[src/rtl/rob_pkg.sv]
package rob_pkg;
  typedef enum logic {
    WK_IDLE = 1'b0,
    WK_RUN  = 1'b1
  } wk_state_e;
endpackage

[src/rtl/rob_ptrs.sv]
module rob_ptrs #(
  parameter int unsigned DEPTH = 8,
  parameter int unsigned PTR_W = 3,
  parameter int unsigned CNT_W = 4
) (
  input  logic             clk_i,
  input  logic             rst_ni,
  input  logic             push_i,
  input  logic             pop_head_i,
  input  logic             pop_tail_i,
  output logic [PTR_W-1:0] rd_ptr_o,
  output logic [PTR_W-1:0] wr_ptr_o,
  output logic [CNT_W-1:0] count_o
);
  logic [PTR_W-1:0] rd_q, wr_q;
  logic [CNT_W-1:0] cnt_q;

  always_ff @(posedge clk_i or negedge rst_ni) begin
    if (!rst_ni) begin
      rd_q  <= '0;
      wr_q  <= '0;
      cnt_q <= '0;
    end else begin
      if (pop_head_i) rd_q <= rd_q + PTR_W'(1);
      // push and tail pop never coincide
      if (push_i)          wr_q <= wr_q + PTR_W'(1);
      else if (pop_tail_i) wr_q <= wr_q - PTR_W'(1);
      cnt_q <= cnt_q + CNT_W'(push_i) - CNT_W'(pop_head_i) - CNT_W'(pop_tail_i);
    end
  end

  assign rd_ptr_o = rd_q;
  assign wr_ptr_o = wr_q;
  assign count_o  = cnt_q;
endmodule

[src/rtl/rob_store.sv]
module rob_store #(
  parameter int unsigned DEPTH = 8,
  parameter int unsigned PTR_W = 3,
  parameter int unsigned SEQ_W = 16,
  parameter int unsigned PC_W  = 32
) (
  input  logic                        clk_i,
  input  logic                        rst_ni,
  input  logic                        wr_en_i,
  input  logic [PTR_W-1:0]            wr_idx_i,
  input  logic [SEQ_W-1:0]            wr_seq_i,
  input  logic [PC_W-1:0]             wr_pc_i,
  input  logic [PC_W-1:0]             wr_npc_i,
  input  logic                        cmpl_en_i,
  input  logic [PTR_W-1:0]            cmpl_idx_i,
  input  logic [DEPTH-1:0]            mark_i,
  output logic [DEPTH-1:0][SEQ_W-1:0] seq_all_o,
  output logic [DEPTH-1:0][PC_W-1:0]  pc_all_o,
  output logic [DEPTH-1:0][PC_W-1:0]  npc_all_o,
  output logic [DEPTH-1:0]            done_o,
  output logic [DEPTH-1:0]            sqd_o
);
  for (genvar g = 0; g < DEPTH; g++) begin : g_slot
    logic hit_wr, hit_cm;
    assign hit_wr = wr_en_i && (wr_idx_i == PTR_W'(g));
    assign hit_cm = cmpl_en_i && (cmpl_idx_i == PTR_W'(g));

    always_ff @(posedge clk_i or negedge rst_ni) begin
      if (!rst_ni) begin
        seq_all_o[g] <= '0;
        pc_all_o[g]  <= '0;
        npc_all_o[g] <= '0;
        done_o[g]    <= 1'b0;
        sqd_o[g]     <= 1'b0;
      end else if (hit_wr) begin
        seq_all_o[g] <= wr_seq_i;
        pc_all_o[g]  <= wr_pc_i;
        npc_all_o[g] <= wr_npc_i;
        done_o[g]    <= 1'b0;
        sqd_o[g]     <= 1'b0;
      end else begin
        if (hit_cm)    done_o[g] <= 1'b1;
        if (mark_i[g]) sqd_o[g]  <= 1'b1;
      end
    end
  end
endmodule

[src/rtl/rob_walk.sv]
module rob_walk
  import rob_pkg::*;
#(
  parameter int unsigned DEPTH = 8,
  parameter int unsigned SQ_W  = 2,
  parameter int unsigned PTR_W = 3,
  parameter int unsigned CNT_W = 4,
  parameter int unsigned SEQ_W = 16
) (
  input  logic                        clk_i,
  input  logic                        rst_ni,
  input  logic                        start_i,
  input  logic [SEQ_W-1:0]            start_seq_i,
  input  logic [PTR_W-1:0]            tail_idx_i,
  input  logic [CNT_W-1:0]            count_i,
  input  logic [DEPTH-1:0][SEQ_W-1:0] seq_all_i,
  output logic                        busy_o,
  output logic [DEPTH-1:0]            mark_o
);
  wk_state_e        st_q;
  logic [PTR_W-1:0] ptr_q;   // parked at zero when idle
  logic [CNT_W-1:0] left_q;
  logic [SEQ_W-1:0] seq_q;
  logic             stop, last;
  logic [PTR_W-1:0] idx;

  always_comb begin
    mark_o = '0;
    stop   = 1'b0;
    idx    = ptr_q;
    for (int k = 0; k < SQ_W; k++) begin
      idx = ptr_q - PTR_W'(k);
      if (st_q == WK_RUN && !stop && CNT_W'(k) < left_q) begin
        if (seq_all_i[idx] > seq_q) mark_o[idx] = 1'b1;
        else                        stop        = 1'b1;
      end
    end
    last = stop || (left_q <= CNT_W'(SQ_W));
  end

  always_ff @(posedge clk_i or negedge rst_ni) begin
    if (!rst_ni) begin
      st_q   <= WK_IDLE;
      ptr_q  <= '0;
      left_q <= '0;
      seq_q  <= '0;
    end else begin
      unique case (st_q)
        WK_IDLE: if (start_i && count_i != '0) begin
          st_q   <= WK_RUN;
          ptr_q  <= tail_idx_i;
          left_q <= count_i;
          seq_q  <= start_seq_i;
        end
        WK_RUN: if (last) begin
          st_q   <= WK_IDLE;
          ptr_q  <= '0;
          left_q <= '0;
        end else begin
          ptr_q  <= ptr_q - PTR_W'(SQ_W);
          left_q <= left_q - CNT_W'(SQ_W);
        end
        default: st_q <= WK_IDLE;
      endcase
    end
  end

  assign busy_o = (st_q == WK_RUN);
endmodule

[src/rtl/reorder_buf.sv]
module reorder_buf #(
  parameter int unsigned DEPTH = 8,
  parameter int unsigned SQ_W  = 2,
  parameter int unsigned SEQ_W = 16,
  parameter int unsigned PC_W  = 32,
  localparam int unsigned PTR_W = $clog2(DEPTH),
  localparam int unsigned CNT_W = $clog2(DEPTH + 1)
) (
  input  logic             clk_i,
  input  logic             rst_ni,
  input  logic             ins_valid_i,
  input  logic [SEQ_W-1:0] ins_seq_i,
  input  logic [PC_W-1:0]  ins_pc_i,
  input  logic [PC_W-1:0]  ins_npc_i,
  output logic [PTR_W-1:0] ins_slot_o,
  input  logic             cmpl_valid_i,
  input  logic [PTR_W-1:0] cmpl_slot_i,
  input  logic             retire_i,
  input  logic             sq_req_i,
  input  logic [SEQ_W-1:0] sq_seq_i,
  output logic             head_ready_o,
  output logic [SEQ_W-1:0] head_seq_o,
  output logic [PC_W-1:0]  head_pc_o,
  output logic [PC_W-1:0]  head_npc_o,
  output logic [SEQ_W-1:0] tail_seq_o,
  output logic [PC_W-1:0]  tail_pc_o,
  output logic [CNT_W-1:0] count_o,
  output logic [CNT_W-1:0] free_o,
  output logic             full_o,
  output logic             empty_o,
  output logic             sq_done_o
);
  logic [PTR_W-1:0]            rd_ptr, wr_ptr, tail_idx;
  logic [CNT_W-1:0]            cnt;
  logic [DEPTH-1:0][SEQ_W-1:0] seq_all;
  logic [DEPTH-1:0][PC_W-1:0]  pc_all, npc_all;
  logic [DEPTH-1:0]            done_v, sqd_v, mark_v;
  logic                        walk_busy, is_empty, rec_pend;
  logic                        sq_acc, ins_acc, ret_acc, hd_rdy;

  assign tail_idx = wr_ptr - PTR_W'(1);
  assign is_empty = (cnt == '0);
  assign rec_pend = !is_empty && !walk_busy && sqd_v[tail_idx];
  assign sq_acc   = sq_req_i && !walk_busy && !rec_pend && !is_empty;
  assign ins_acc  = ins_valid_i && !walk_busy && !rec_pend && !sq_acc;
  assign hd_rdy   = !is_empty && done_v[rd_ptr] && !sqd_v[rd_ptr];
  assign ret_acc  = retire_i && hd_rdy && !walk_busy && !sq_acc;

  rob_ptrs #(.DEPTH(DEPTH), .PTR_W(PTR_W), .CNT_W(CNT_W)) u_ptrs (
    .clk_i, .rst_ni,
    .push_i    (ins_acc),
    .pop_head_i(ret_acc),
    .pop_tail_i(rec_pend),
    .rd_ptr_o  (rd_ptr),
    .wr_ptr_o  (wr_ptr),
    .count_o   (cnt)
  );

  rob_store #(.DEPTH(DEPTH), .PTR_W(PTR_W), .SEQ_W(SEQ_W), .PC_W(PC_W)) u_store (
    .clk_i, .rst_ni,
    .wr_en_i   (ins_acc),
    .wr_idx_i  (wr_ptr),
    .wr_seq_i  (ins_seq_i),
    .wr_pc_i   (ins_pc_i),
    .wr_npc_i  (ins_npc_i),
    .cmpl_en_i (cmpl_valid_i),
    .cmpl_idx_i(cmpl_slot_i),
    .mark_i    (mark_v),
    .seq_all_o (seq_all),
    .pc_all_o  (pc_all),
    .npc_all_o (npc_all),
    .done_o    (done_v),
    .sqd_o     (sqd_v)
  );

  rob_walk #(.DEPTH(DEPTH), .SQ_W(SQ_W), .PTR_W(PTR_W), .CNT_W(CNT_W), .SEQ_W(SEQ_W)) u_walk (
    .clk_i, .rst_ni,
    .start_i    (sq_acc),
    .start_seq_i(sq_seq_i),
    .tail_idx_i (tail_idx),
    .count_i    (cnt),
    .seq_all_i  (seq_all),
    .busy_o     (walk_busy),
    .mark_o     (mark_v)
  );

  assign ins_slot_o   = wr_ptr;
  assign head_ready_o = hd_rdy;
  assign head_seq_o   = seq_all[rd_ptr];
  assign head_pc_o    = pc_all[rd_ptr];
  assign head_npc_o   = npc_all[rd_ptr];
  assign tail_seq_o   = seq_all[tail_idx];
  assign tail_pc_o    = pc_all[tail_idx];
  assign count_o      = cnt;
  assign free_o       = CNT_W'(DEPTH) - cnt;
  assign full_o       = (cnt == CNT_W'(DEPTH));
  assign empty_o      = is_empty;
  assign sq_done_o    = !walk_busy;
endmodule

[config.mk]
export PLATFORM = sky130hd
export DESIGN_NAME = reorder_buf
export DESIGN_NICKNAME = d
export VERILOG_FILES = /design/src/rtl/rob_pkg.sv /design/src/rtl/rob_ptrs.sv /design/src/rtl/rob_store.sv /design/src/rtl/rob_walk.sv /design/src/rtl/reorder_buf.sv
export SDC_FILE = /design/constraint.sdc
export NUM_CORES = 1
export LEC_CHECK = 0
export BUFFER_PORTS_ARGS = -buffer_cell sky130_fd_sc_hd__buf_2
export CORE_MARGIN = 5
export CORE_UTILIZATION = 30
export CTS_CLUSTER_DIAMETER = 30
export CTS_CLUSTER_SIZE = 10
export DETAILED_ROUTE_END_ITERATION = 8
export SKIP_CTS_REPAIR_TIMING = 1
export SLEW_MARGIN = 20
export SYNTH_ARGS = -nofsm -noshare
export SYNTH_HDL_FRONTEND = slang
export SYNTH_SLANG_ARGS = --single-unit
[constraint.sdc]
create_clock -name clk_i -period 4.6 [get_ports clk_i]
set_clock_uncertainty 0.15 [all_clocks]
set_input_delay 0.46 -clock clk_i [delete_from_list [all_inputs] [get_ports clk_i]]
set_output_delay 0.46 -clock clk_i [all_outputs]
set_load 0.05 [all_outputs]
==> results_dict.tcl <==
set metrics [dict create \
    grt_max_degree 110 \
    viasPerCell 5.12 \
    initial_core_util 0.302 \
    setup_viol 0 \
    cts_buffers 171 \
    cts_tree "built" \
    root_buffer "clkbuf_16" \
    hold_viol 0 \
    cts.sinks 690 \
    hold_path.class "in2async" \
    max_slew.worst_pin.slew_ps 1150 \
    period_minus_slack_ps 4320 \
    layout.nets 2947 \
    syn-cell-area_mm2 0.0385 \
    cp.arrival_ps 3710 \
    max-slew-margin-rel 0.233 \
    drt_iter0_drc 1583 \
    worst-path-max-fanout 38 \
    drc_errors 0 \
    layout_common_cells "685 x dfrtp_1, 421 x mux2_4, 301 x mux2_2" \
    htreeDepth 4 \
    required_ps 3990 \
    post-place-ws_ps 387 \
    clock_latency_ps 770 \
    clkSlewWorstSetupHoldPaths_ps 50 \
    dp_hpwl_um 65700 \
    ys_ff_latch 690 \
    synth-edff-count 0 \
    ys_seq_area_frac 0.449 \
    route.vias.total 23600 \
    peakVddDrop_mv 0.843 \
    gp_congestion 0.804 \
    antenna_left 0 \
    synth-async-reset-ratio 1.00 \
    worst_slack_ps 283 \
    synth-main-ff-cell "dfrtp_1" \
    ys_types 54 \
    area_growth_pct 25.8 \
    setup_tns_ps 0 \
    drive_above_1_share 0.561 \
    first_pass_iters 5 \
    port_buffers 247 \
    synthCells 2367 \
    rsz0062_at_grt "no" \
    dieWidth_um 368 \
    finalMaxSlewViolations 0 \
    rrSetupSlack_ps 320 \
    syn_area_per_cell_um2 16.3 \
    dieArea_mm2 0.136 \
    grt_first_pass_wirelength_um 165000 \
    period_share 0.939 \
    grt_use_total 0.159 \
    cp-end-kind "primary output" \
    rows 131 \
    critPathKind "reg2out" \
    drv_cap 0 \
    p_leak_nw 21.5 \
    yosysWarnings 0 \
    wirelength_um 109000 \
    fmax_ghz 0.232 \
    synthesis.nets 2527 \
    num_io_pins 248 \
    antenna_found_initial 16 \
    status "finished, final reports clean" \
    core_mm2 0.128 \
    cts_buffer_depth 3 \
    dieHeight_um 368 \
    avgRoutedWirePerCell_um 23.7 \
    gr-total-overflow 0 \
    startpoint_type "register" \
    p_per_area_mw_per_mm2 906 \
    layout_commonest_cell "dfrtp_1" \
    grt_pass1_vias 25400 \
]
## metal layers
| metal | part of all wire | up-vias | GRT usage |
|---|---|---|---|
| li1 | - | 10000 | - |
| met1 | 0.46 | 12600 | 0.215 |
| met2 | 0.46 | 749 | 0.245 |
| met3 | 0.061 | 192 | 0.0479 |
| met4 | 0.025 | 6 | 0.0534 |
| met5 | 0.00030 | - | 0 |
## through the flow
| step | instances | util | total power [mW] | hold slack, ps | cell area (um^2) |
|---|---|---|---|---|---|
| 6_report | 4599 | 0.380 | 43.9 | 124 | 48400 |
| 3_5_place_dp | 4171 | 0.323 | 31.3 | 319 | 41200 |
| 5_1_grt | 4595 | 0.380 | 46.0 | 139 | 48400 |
| 4_1_cts | 4485 | 0.371 | 44.2 | -516 | 47300 |
| 3_3_place_gp | 4171 | 0.323 | 31.1 | 313 | 41200 |
| 2_1_floorplan | 2367 | - | 26.1 | 14.4 | 38500 |
## critical path, stage by stage, from the launching register on
cell     delay (ps)
dfrtp_4         460
inv_1           180
ha_1            330
xor2_4          190
buf_4           300
buf_4           710
mux2_2          460
buf_2           220
## sequential cells by signal, indices dropped and copies added (netlist names)
signal / count
u_store.seq_all_o: 128
u_walk.left_q: 4
u_store.npc_all_o: 256
u_walk.ptr_q: 3
u_walk.busy_o: 1
u_store.pc_all_o: 256
u_store.sqd_o: 8
u_ptrs.wr_ptr_o: 3
u_store.done_o: 8
u_walk.seq_q: 16
u_ptrs.count_o: 4
u_ptrs.rd_ptr_o: 3
## final timing paths
check	cells after the start	endpoint	startpoint
worst max-delay path	7	tail_pc_o[14]	u_ptrs.wr_ptr_o[0]$_DFFE_PN0P_
worst min-delay path	2	u_store.pc_all_o[145]$_DFFE_PN0P_	rst_ni
worst max register to register	13	u_walk.left_q[1]$_DFFE_PN0P_	u_walk.ptr_q[1]$_DFFE_PN0P_
worst min register to register	1	u_store.npc_all_o[188]$_DFFE_PN0P_	u_store.npc_all_o[188]$_DFFE_PN0P_
max in group asynchronous	3	u_store.npc_all_o[21]$_DFFE_PN0P_	rst_ni
min in group clk_i	5	u_walk.ptr_q[2]$_DFFE_PN0P_	sq_req_i
## kinds of logic (layout without fill, tap and decap cells)
kind of cell,count (synthesis),count (layout),synth area share
fa+ha+maj,55,55,0.0183
flops,690,690,0.449
mux,1062,1062,0.437
compound gates,155,155,0.0270
xor+xnor,10,10,0.00228
simple gates,184,184,0.0228
buf+inv,211,772,0.0439
other cells,0,9,0
## area by class of cell
class	count	area [um^2]
clock buffer	220	4760
antenna	9	22.5
inverter	37	139
multi-input combinational	1466	19600
fill	11900	79100
clock inverter	94	1360
tap	1662	2080
sequential	690	17300
timing repair buffer	421	3180
## power by group
group	switching, mW	total [mW]	internal, mW
Clock	3.92	12.6	8.66
Combinational	11.3	20.5	9.28
Sequential	2.11	10.7	8.64
## synth_stat cells (3+ instances only)
library cell | count | share of area
buf_2 | 28 | 0.0036
mux4_2 | 291 | 0.17
a31oi_1 | 10 | 0.0016
inv_1 | 35 | 0.0034
xnor2_1 | 6 | 0.0014
o22ai_1 | 3 | 0.00049
nand2b_1 | 4 | 0.00065
and3_1 | 3 | 0.00049
nand2_1 | 94 | 0.0092
o211ai_1 | 4 | 0.00078
nor4_1 | 3 | 0.00049
o31ai_1 | 3 | 0.00059
mux2_1 | 48 | 0.014
buf_8 | 6 | 0.0023
buf_12 | 48 | 0.025
and2_1 | 3 | 0.00049
xor2_1 | 4 | 0.00091
nor2_1 | 26 | 0.0025
mux2_2 | 301 | 0.088
a21oi_1 | 33 | 0.0043
a22oi_1 | 62 | 0.012
mux2_4 | 421 | 0.16
nor3_1 | 3 | 0.00039
clkbuf_1 | 67 | 0.0065
o32a_1 | 4 | 0.0010
dfrtp_1 | 690 | 0.45
nand3_1 | 7 | 0.00091
ha_1 | 53 | 0.017
and3_4 | 6 | 0.0018
buf_1 | 22 | 0.0021
nor2b_1 | 6 | 0.00098
nand4_1 | 23 | 0.0037
o21ai_0 | 23 | 0.0030
No activity file was read; power rests on OpenSTA's default activity.
